### src/rtl/mapper_pkg.sv
package mapper_pkg;
    localparam int NUM_SLOTS = 8;
    localparam int SLOT_IDX_W = $clog2(NUM_SLOTS);
    localparam int DATA_W = 8;

    typedef enum logic [1:0] {
        WIN_LOW  = 2'b00,
        WIN_A000 = 2'b01,
        WIN_C000 = 2'b10,
        WIN_TOP  = 2'b11
    } cpu_win_e;

    localparam logic [SLOT_IDX_W-1:0] SLOT_2K_BASE = 3'd0;
    localparam logic [SLOT_IDX_W-1:0] SLOT_1K_BASE = 3'd2;
    localparam logic [SLOT_IDX_W-1:0] SLOT_PRG_C = 3'd6;
    localparam logic [SLOT_IDX_W-1:0] SLOT_PRG_A = 3'd7;
endpackage

### src/rtl/mapper_regfile.sv
module mapper_regfile
    import mapper_pkg::*;
(
    input  logic                                clk,
    input  logic                                rst_n,
    input  logic                                cpu_wr,
    input  logic [15:0]                         cpu_addr,
    input  logic [DATA_W-1:0]                   cpu_data,
    output logic [SLOT_IDX_W-1:0]               sel_q,
    output logic [NUM_SLOTS-1:0][DATA_W-1:0]    bank_q,
    output logic                                mirror_q
);
    typedef struct packed {
        logic [SLOT_IDX_W-1:0]            sel;
        logic [NUM_SLOTS-1:0][DATA_W-1:0] bank;
        logic                             mir;
    } regs_t;

    regs_t st_d, st_q;
    cpu_win_e win;

    always_comb begin
        win  = cpu_win_e'(cpu_addr[14:13]);
        st_d = st_q;
        if (cpu_wr && cpu_addr[15]) begin
            unique case ({win, cpu_addr[0]})
                {WIN_LOW, 1'b0}:  st_d.sel = cpu_data[SLOT_IDX_W-1:0];
                {WIN_LOW, 1'b1}:  st_d.bank[st_q.sel] = cpu_data;
                {WIN_A000, 1'b0}: st_d.mir = cpu_data[0];
                default: ;
            endcase
        end
    end

    always_ff @(posedge clk) begin
        if (!rst_n) st_q <= '0;
        else        st_q <= st_d;
    end

    assign sel_q    = st_q.sel;
    assign bank_q   = st_q.bank;
    assign mirror_q = st_q.mir;
endmodule

### src/rtl/mapper_prg_map.sv
module mapper_prg_map
    import mapper_pkg::*;
#(
    parameter int PRG_BANK_W = 6
) (
    input  logic [15:0]                      cpu_addr,
    input  logic [NUM_SLOTS-1:0][DATA_W-1:0] bank_q,
    output logic [PRG_BANK_W+12:0]           prg_rom_addr
);
    localparam logic [PRG_BANK_W-1:0] LAST_BANK = '1;
    localparam logic [PRG_BANK_W-1:0] PENULT_BANK = LAST_BANK - 1'b1;

    logic [PRG_BANK_W-1:0] bank_d;

    always_comb begin
        unique case (cpu_win_e'(cpu_addr[14:13]))
            WIN_LOW:  bank_d = PENULT_BANK;
            WIN_A000: bank_d = bank_q[SLOT_PRG_A][PRG_BANK_W-1:0];
            WIN_C000: bank_d = bank_q[SLOT_PRG_C][PRG_BANK_W-1:0];
            default:  bank_d = LAST_BANK;
        endcase
    end

    assign prg_rom_addr = {bank_d, cpu_addr[12:0]};
endmodule

### src/rtl/mapper_chr_map.sv
module mapper_chr_map
    import mapper_pkg::*;
#(
    parameter int CHR_BANK_W = 8
) (
    input  logic [12:0]                      ppu_addr,
    input  logic [NUM_SLOTS-1:0][DATA_W-1:0] bank_q,
    output logic [CHR_BANK_W+9:0]            chr_rom_addr
);
    localparam int NUM_1K = 4;
    localparam int NUM_2K = 2;

    logic [NUM_1K-1:0][CHR_BANK_W-1:0] small_bank;
    logic [NUM_2K-1:0][CHR_BANK_W-1:0] big_bank;
    logic [CHR_BANK_W-1:0] bank_d;

    for (genvar g = 0; g < NUM_1K; g++) begin : g_small
        assign small_bank[g] = bank_q[int'(SLOT_1K_BASE) + g][CHR_BANK_W-1:0];
    end

    for (genvar g = 0; g < NUM_2K; g++) begin : g_big
        assign big_bank[g] = {bank_q[int'(SLOT_2K_BASE) + g][CHR_BANK_W-1:1], 1'b0};
    end

    always_comb begin
        if (ppu_addr[12]) bank_d = small_bank[ppu_addr[11:10]];
        else              bank_d = big_bank[ppu_addr[11]] | {{(CHR_BANK_W-1){1'b0}}, ppu_addr[10]};
    end

    assign chr_rom_addr = {bank_d, ppu_addr[9:0]};
endmodule

### src/rtl/fixmode_bank_mapper.sv
module fixmode_bank_mapper
    import mapper_pkg::*;
#(
    parameter int PRG_BANK_W = 6,
    parameter int CHR_BANK_W = 8
) (
    input  logic                     clk,
    input  logic                     rst_n,
    input  logic [15:0]              cpu_addr,
    input  logic [7:0]               cpu_data,
    input  logic                     cpu_wr,
    input  logic [12:0]              ppu_addr,
    output logic [PRG_BANK_W+12:0]   prg_rom_addr,
    output logic [CHR_BANK_W+9:0]    chr_rom_addr,
    output logic                     mirror_h
);
    logic [SLOT_IDX_W-1:0]            sel_q;
    logic [NUM_SLOTS-1:0][DATA_W-1:0] bank_q;

    mapper_regfile u_regs (
        .clk      (clk),
        .rst_n    (rst_n),
        .cpu_wr   (cpu_wr),
        .cpu_addr (cpu_addr),
        .cpu_data (cpu_data),
        .sel_q    (sel_q),
        .bank_q   (bank_q),
        .mirror_q (mirror_h)
    );

    mapper_prg_map #(.PRG_BANK_W(PRG_BANK_W)) u_prg (
        .cpu_addr     (cpu_addr),
        .bank_q       (bank_q),
        .prg_rom_addr (prg_rom_addr)
    );

    mapper_chr_map #(.CHR_BANK_W(CHR_BANK_W)) u_chr (
        .ppu_addr     (ppu_addr),
        .bank_q       (bank_q),
        .chr_rom_addr (chr_rom_addr)
    );
endmodule

### config.mk
export PLATFORM = sky130hd
export DESIGN_NAME = fixmode_bank_mapper
export DESIGN_NICKNAME = d
export VERILOG_FILES = /design/src/rtl/mapper_pkg.sv /design/src/rtl/mapper_regfile.sv /design/src/rtl/mapper_prg_map.sv /design/src/rtl/mapper_chr_map.sv /design/src/rtl/fixmode_bank_mapper.sv
export SDC_FILE = /design/constraint.sdc
export NUM_CORES = 1
export LEC_CHECK = 0
export BUFFER_PORTS_ARGS = -buffer_cell sky130_fd_sc_hd__buf_4
export CORE_MARGIN = 1
export CORE_UTILIZATION = 27
export CTS_CLUSTER_SIZE = 40
export DETAILED_ROUTE_END_ITERATION = 16
export GPL_TIMING_DRIVEN = 0
export PLACE_DENSITY = 0.5
export SKIP_LAST_GASP = 1
export SLEW_MARGIN = 15
export SYNTH_ARGS = -nofsm -noshare
export SYNTH_HDL_FRONTEND = slang
export SYNTH_HIERARCHICAL = 1
export SYNTH_SLANG_ARGS = --single-unit
### constraint.sdc
create_clock -name clk -period 2.2 [get_ports clk]
set_clock_uncertainty 0.1 [all_clocks]
set_input_delay 0.11 -clock clk [delete_from_list [all_inputs] [get_ports clk]]
set_output_delay 0.11 -clock clk [all_outputs]
set_load 0.005 [all_outputs]
Yosys cells after proc, flatten, opt, wreduce, memory -nomap -nowiden
Cells that the tools add are included.

word-level totals
  bits in registers = 68
  bits of input ports = 40

cells by class
  $lt $le $gt $ge = 4
  equality and inequality tests = 4
  mux-type cells = 9
  bitwise gates (word level) = 1
  reductions and logical operators = 7

operators by type and width
  kind                                                                           count
  64-bit bitwise mux                                                             1
  8-bit 2-to-1 mux                                                               5
  8-bit demux with 3-bit select                                                  1
  6-bit case mux with 3 select lines                                             1
  8-bit binary-select mux with 2-bit select                                      1
  8-bit by 1-bit bitwise OR with 8-bit output                                    1
  2-bit AND reduction                                                            3
  3-bit by 4-bit less-than comparator with 1-bit output (second input constant)  1
  3-bit by 1-bit == test with 1-bit output (second input constant)               1
  3-bit by 2-bit == test with 1-bit output (second input constant)               1
  3-bit by 1-bit >= comparator with 1-bit output (second input constant)         1
  3-bit zero test                                                                1
  2-bit by 3-bit less-than comparator with 1-bit output (second input constant)  1
  2-bit by 1-bit == test with 1-bit output (second input constant)               1
  2-bit == test (second input constant)                                          1
  1-bit logical AND                                                              2
  2-bit zero test                                                                1
  1-bit by 2-bit less-than comparator with 1-bit output (second input constant)  1

Longest topological paths before layout
  word-level depth = 5
  mapped depth = 5

Hierarchy
The synthesis kept the hierarchy.

modules (own cells, without submodules)
  module          instances  cells an instance  area each (um^2)
  mapper_regfile  1          240                2531.2
  mapper_chr_map  1          40                 498.0
  mapper_prg_map  1          23                 183.9

Worst setup path after synthesis
Ideal clock, no wire load.

  kind = register to register
  start = register u_regs.st_q (netlist bit u_regs/sel_q[2])
  end = register u_regs.st_q (netlist bit u_regs/bank_q[25])
  setup time = 73 ps
  arrival = 1150 ps
  slack = 877 ps
  cell stages (with the launch flop) = 5
  cell sequence = dfxtp_1 and4bb_2 and4_1 buf_4 mux2i_1

between the ends
  word-level cells in the longest chain between the ends = 5
  elaborated cells between the ends (all ways) = 6

ends and longest elaborated chain
  item                                                                                                                                                  line                  source
  from (decl)                                                                                                                                           mapper_regfile.sv:19  regs_t st_d, st_q;
  from (signal assigned)                                                                                                                                mapper_regfile.sv:37  else st_q <= st_d;
  3-bit by 4-bit less-than comparator with 1-bit output (not written as such) / 3-bit by 1-bit >= comparator with 1-bit output (equally long branches)  mapper_regfile.sv:28  {WIN_LOW, 1'b1}: st_d.bank[st_q.sel] = cpu_data;
  1-bit logical AND (not written as such)                                                                                                               mapper_regfile.sv:28
  8-bit 2-to-1 mux (not written as such)                                                                                                                mapper_regfile.sv:28
  8-bit demux with 3-bit select (*)                                                                                                                     -
  64-bit bitwise mux (*)                                                                                                                                mapper_regfile.sv:28

Mark *: on every way between the ends. The rest lies on a longest branch, timed or not.
A chain may end at the register's enable or synchronous reset.

Worst setup path in the final report
  start = register u_regs.st_q (netlist bit u_regs/bank_q[35])
  end = output port chr_rom_addr[13]

between the ends
  word-level cells in the longest chain between the ends = 3

ends and longest elaborated chain
  item                                       line                       source
  8-bit binary-select mux with 2-bit select  mapper_chr_map.sv:26       if (ppu_addr[12]) bank_d = small_bank[ppu_addr[11:10]];
  8-bit 2-to-1 mux (not written as such)     mapper_chr_map.sv:26
  8-bit 2-to-1 mux                           mapper_chr_map.sv:26
  to (decl)                                  fixmode_bank_mapper.sv:14  output logic [CHR_BANK_W+9:0] chr_rom_addr,

Every way passes these cells. The select of a mux whose other input is x is not followed.

==> flow_summary.yaml <==
run_status:
  outcome: "finished, final reports clean"
critical_path:
  r2r-start: "u_regs/sel_q[2]$_SDFFE_PN0P_"
  r2r_slack_ps: 720
  slowest_delay_ps: 490
  cp.required_ps: 1990
  cp-start-kind: "flip-flop"
  r2r-end: "u_regs/bank_q[31]$_SDFFE_PN0P_"
  crit_path_end_kind: "output port"
  path_class: "flip-flop to output port"
  critPathArrivalTime_ps: 1550
  worstPathCellList: "mux2_4, mux4_2, buf_4"
  crit_slowest_cell: "mux4_2"
  critPathMaxFanout: 2
  reg2regPathDepth: 4
final_layout:
  insertedDiodeCount: 0
  multi_input_area_um2: 1500
  utilization: 0.350
  nNetsFinal: 390
  drive_gt1_frac: 0.375
  synthToLayoutAreaGrowth_pct: 26.1
  regArea_um2: 1240
  fillers: 1127
sta:
  final.setup.worst_slack_ps: 442
  rsz0062_at_grt: "false"
  period_minus_slack_ps: 1760
  slew_viol_final: 0
  timing.fmax_ghz: 0.569
  fin_crit_sh: 0.799
  maxSlewHeadroom: 0.589
  setup_violations: 0
  hold_viol: 0
  setup_tns_ps: 0
  tightest_slew_ps: 616
power:
  seqPwrFrac: 0.475
  p_sw_mw: 0.548
  irDropWorstVdd_uv: 245
  power_density_nw_per_um2: 625
  pwr-share-clk: 0.428
  p_sw_frac: 0.231
  pwr-share-comb: 0.097
  power.leakage_nw: 1.80
  internal-power_mw: 1.82
clock_tree:
  cts_tree: "built"
  clk_latency_ps: 340
  post_cts_resized: 0
  clkSlewWorstSetupHoldPaths_ps: 70
  cts_made_buffers: 9
  cts.sinks: 62
  cts_root_buffer: "clkbuf_8"
  h-tree-depth: 3
  cts_buffer_depth: 2
  postCtsSetupRepairBufs: 0
floorplan:
  coreArea_um2: 10800
  start_util: 0.278
  dieArea_um2: 11600
  die_w_um: 108
  io_pins: 78
  row_count: 38
  dieHeight_um: 108
global_route:
  grt_pass1_vias: 2111
  grtUsageTotal: 0.136
  grt_pass1_wl_mm: 11.5
  overflow: 0
  grt_max_degree: 11
  antenna_found_initial: 0
synth:
  synth_cells: 285
  syn_nets: 325
  synth_warnings: 6
  syn_avg_cell_area_um2: 10.6
  synth_area_um2: 3010
placement:
  dp_hpwl_mm: 5.26
  gp_congestion: 0.717
  place_ws_ps: 630
  numPortBuffers: 52
route:
  num_vias: 2237
  postRouteAntennaNets: 0
  drt_first_pass_iters: 4
  wire_per_inst_um: 15.2
  routed_wl_mm: 7.53
  drtIter0Drc: 62
  drt-vias-per-instance: 4.52
  drc: 0
hold_path:
  hold_depth: 3
  hp-start: "cpu_data[6]"
  hold_end: "u_regs/bank_q[46]$_SDFFE_PN0P_"
  hp-class: "input pin to flip-flop"
run:
  maxCapViolCount: 0
==> per-layer routing <==
metal  GRT usage  vias up  share of wire
li1            -     1094              -
met1       0.180     1067           0.47
met2       0.214       69           0.46
met3      0.0381        7          0.057
met4      0.0411        0         0.0086
met5           0        -              0
==> cells in the final DEF (no fill, tap or decap), types with 4 or more instances in the layout <==
| cell type | instances |
|---|---|
| buf_4 | 76 |
| nand2_1 | 70 |
| mux2i_1 | 62 |
| dfxtp_1 | 62 |
| clkbuf_8 | 11 |
| mux2_4 | 8 |
| mux4_2 | 7 |
| mux2_2 | 7 |
| clkbuf_1 | 6 |
| nand2_2 | 4 |
==> cell type report <==
class | instances | share of cell area
Clock inverter | 4 | 0.0119
Tap cell | 140 | 0.0461
Sequential cell | 62 | 0.327
Inverter | 1 | 0.000989
Clock buffer | 12 | 0.0409
Buffer | 38 | 0.0705
Multi-Input combinational cell | 184 | 0.395
Timing Repair Buffer | 54 | 0.108
==> power by group through the flow <==
| stage | combinational [mW] | sequential (mW) | clock, mW |
|---|---|---|---|
| 6_report | 0.229 | 1.13 | 1.02 |
| 4_1_cts | 0.234 | 1.13 | 1.04 |
| 5_1_grt | 0.248 | 1.13 | 1.11 |
| 2_1_floorplan | 0.121 | 1.15 | 0 |
| 3_3_place_gp | 0.230 | 1.15 | 0 |
| 3_5_place_dp | 0.231 | 1.15 | 0 |
==> worst max-delay path: cells and delay by family, from the launching register on <==
kind                   cells  cell delay, ps
buffers and inverters      1             150
DFF                        1             310
muxes                      2             750
==> state kept, by name, summed over array words and instances, names as in the netlist <==
register / cells
u_regs/bank_q: 58
u_regs/sel_q: 3
u_regs/mirror_q: 1
==> stage by stage <==
| step | std cells | hold WS, ps | cell area, um^2 | total power [mW] |
|---|---|---|---|---|
| 6_report | 495 | 50.4 | 3800 | 2.37 |
| 5_1_grt | 495 | 61.9 | 3800 | 2.48 |
| 4_1_cts | 495 | 43.7 | 3800 | 2.40 |
| 3_5_place_dp | 477 | 260 | 3580 | 1.38 |
| 3_3_place_gp | 477 | 251 | 3580 | 1.38 |
| 2_1_floorplan | 285 | 111 | 3010 | 1.27 |
==> worst max path at each step <==
stage,from,end,slack [ps],cells after the start
3_3_place_gp,ppu_addr[10],chr_rom_addr[13],630,5
3_5_place_dp,ppu_addr[10],chr_rom_addr[13],630,5
5_1_grt,u_regs/bank_q[20]$_SDFFE_PN0P_,chr_rom_addr[14],380,3
6_report,u_regs/bank_q[35]$_SDFFE_PN0P_,chr_rom_addr[13],440,3
2_1_floorplan,ppu_addr[10],chr_rom_addr[11],880,4
4_1_cts,u_regs/bank_q[35]$_SDFFE_PN0P_,chr_rom_addr[13],420,3
==> repair_timing <==
item,4_1_cts,5_1_grt
setup endpoints to repair,0,0
endpoints found under the hold margin,1,0
hold buffers,2,0
Note: power is estimated with default switching activity, not from simulation.
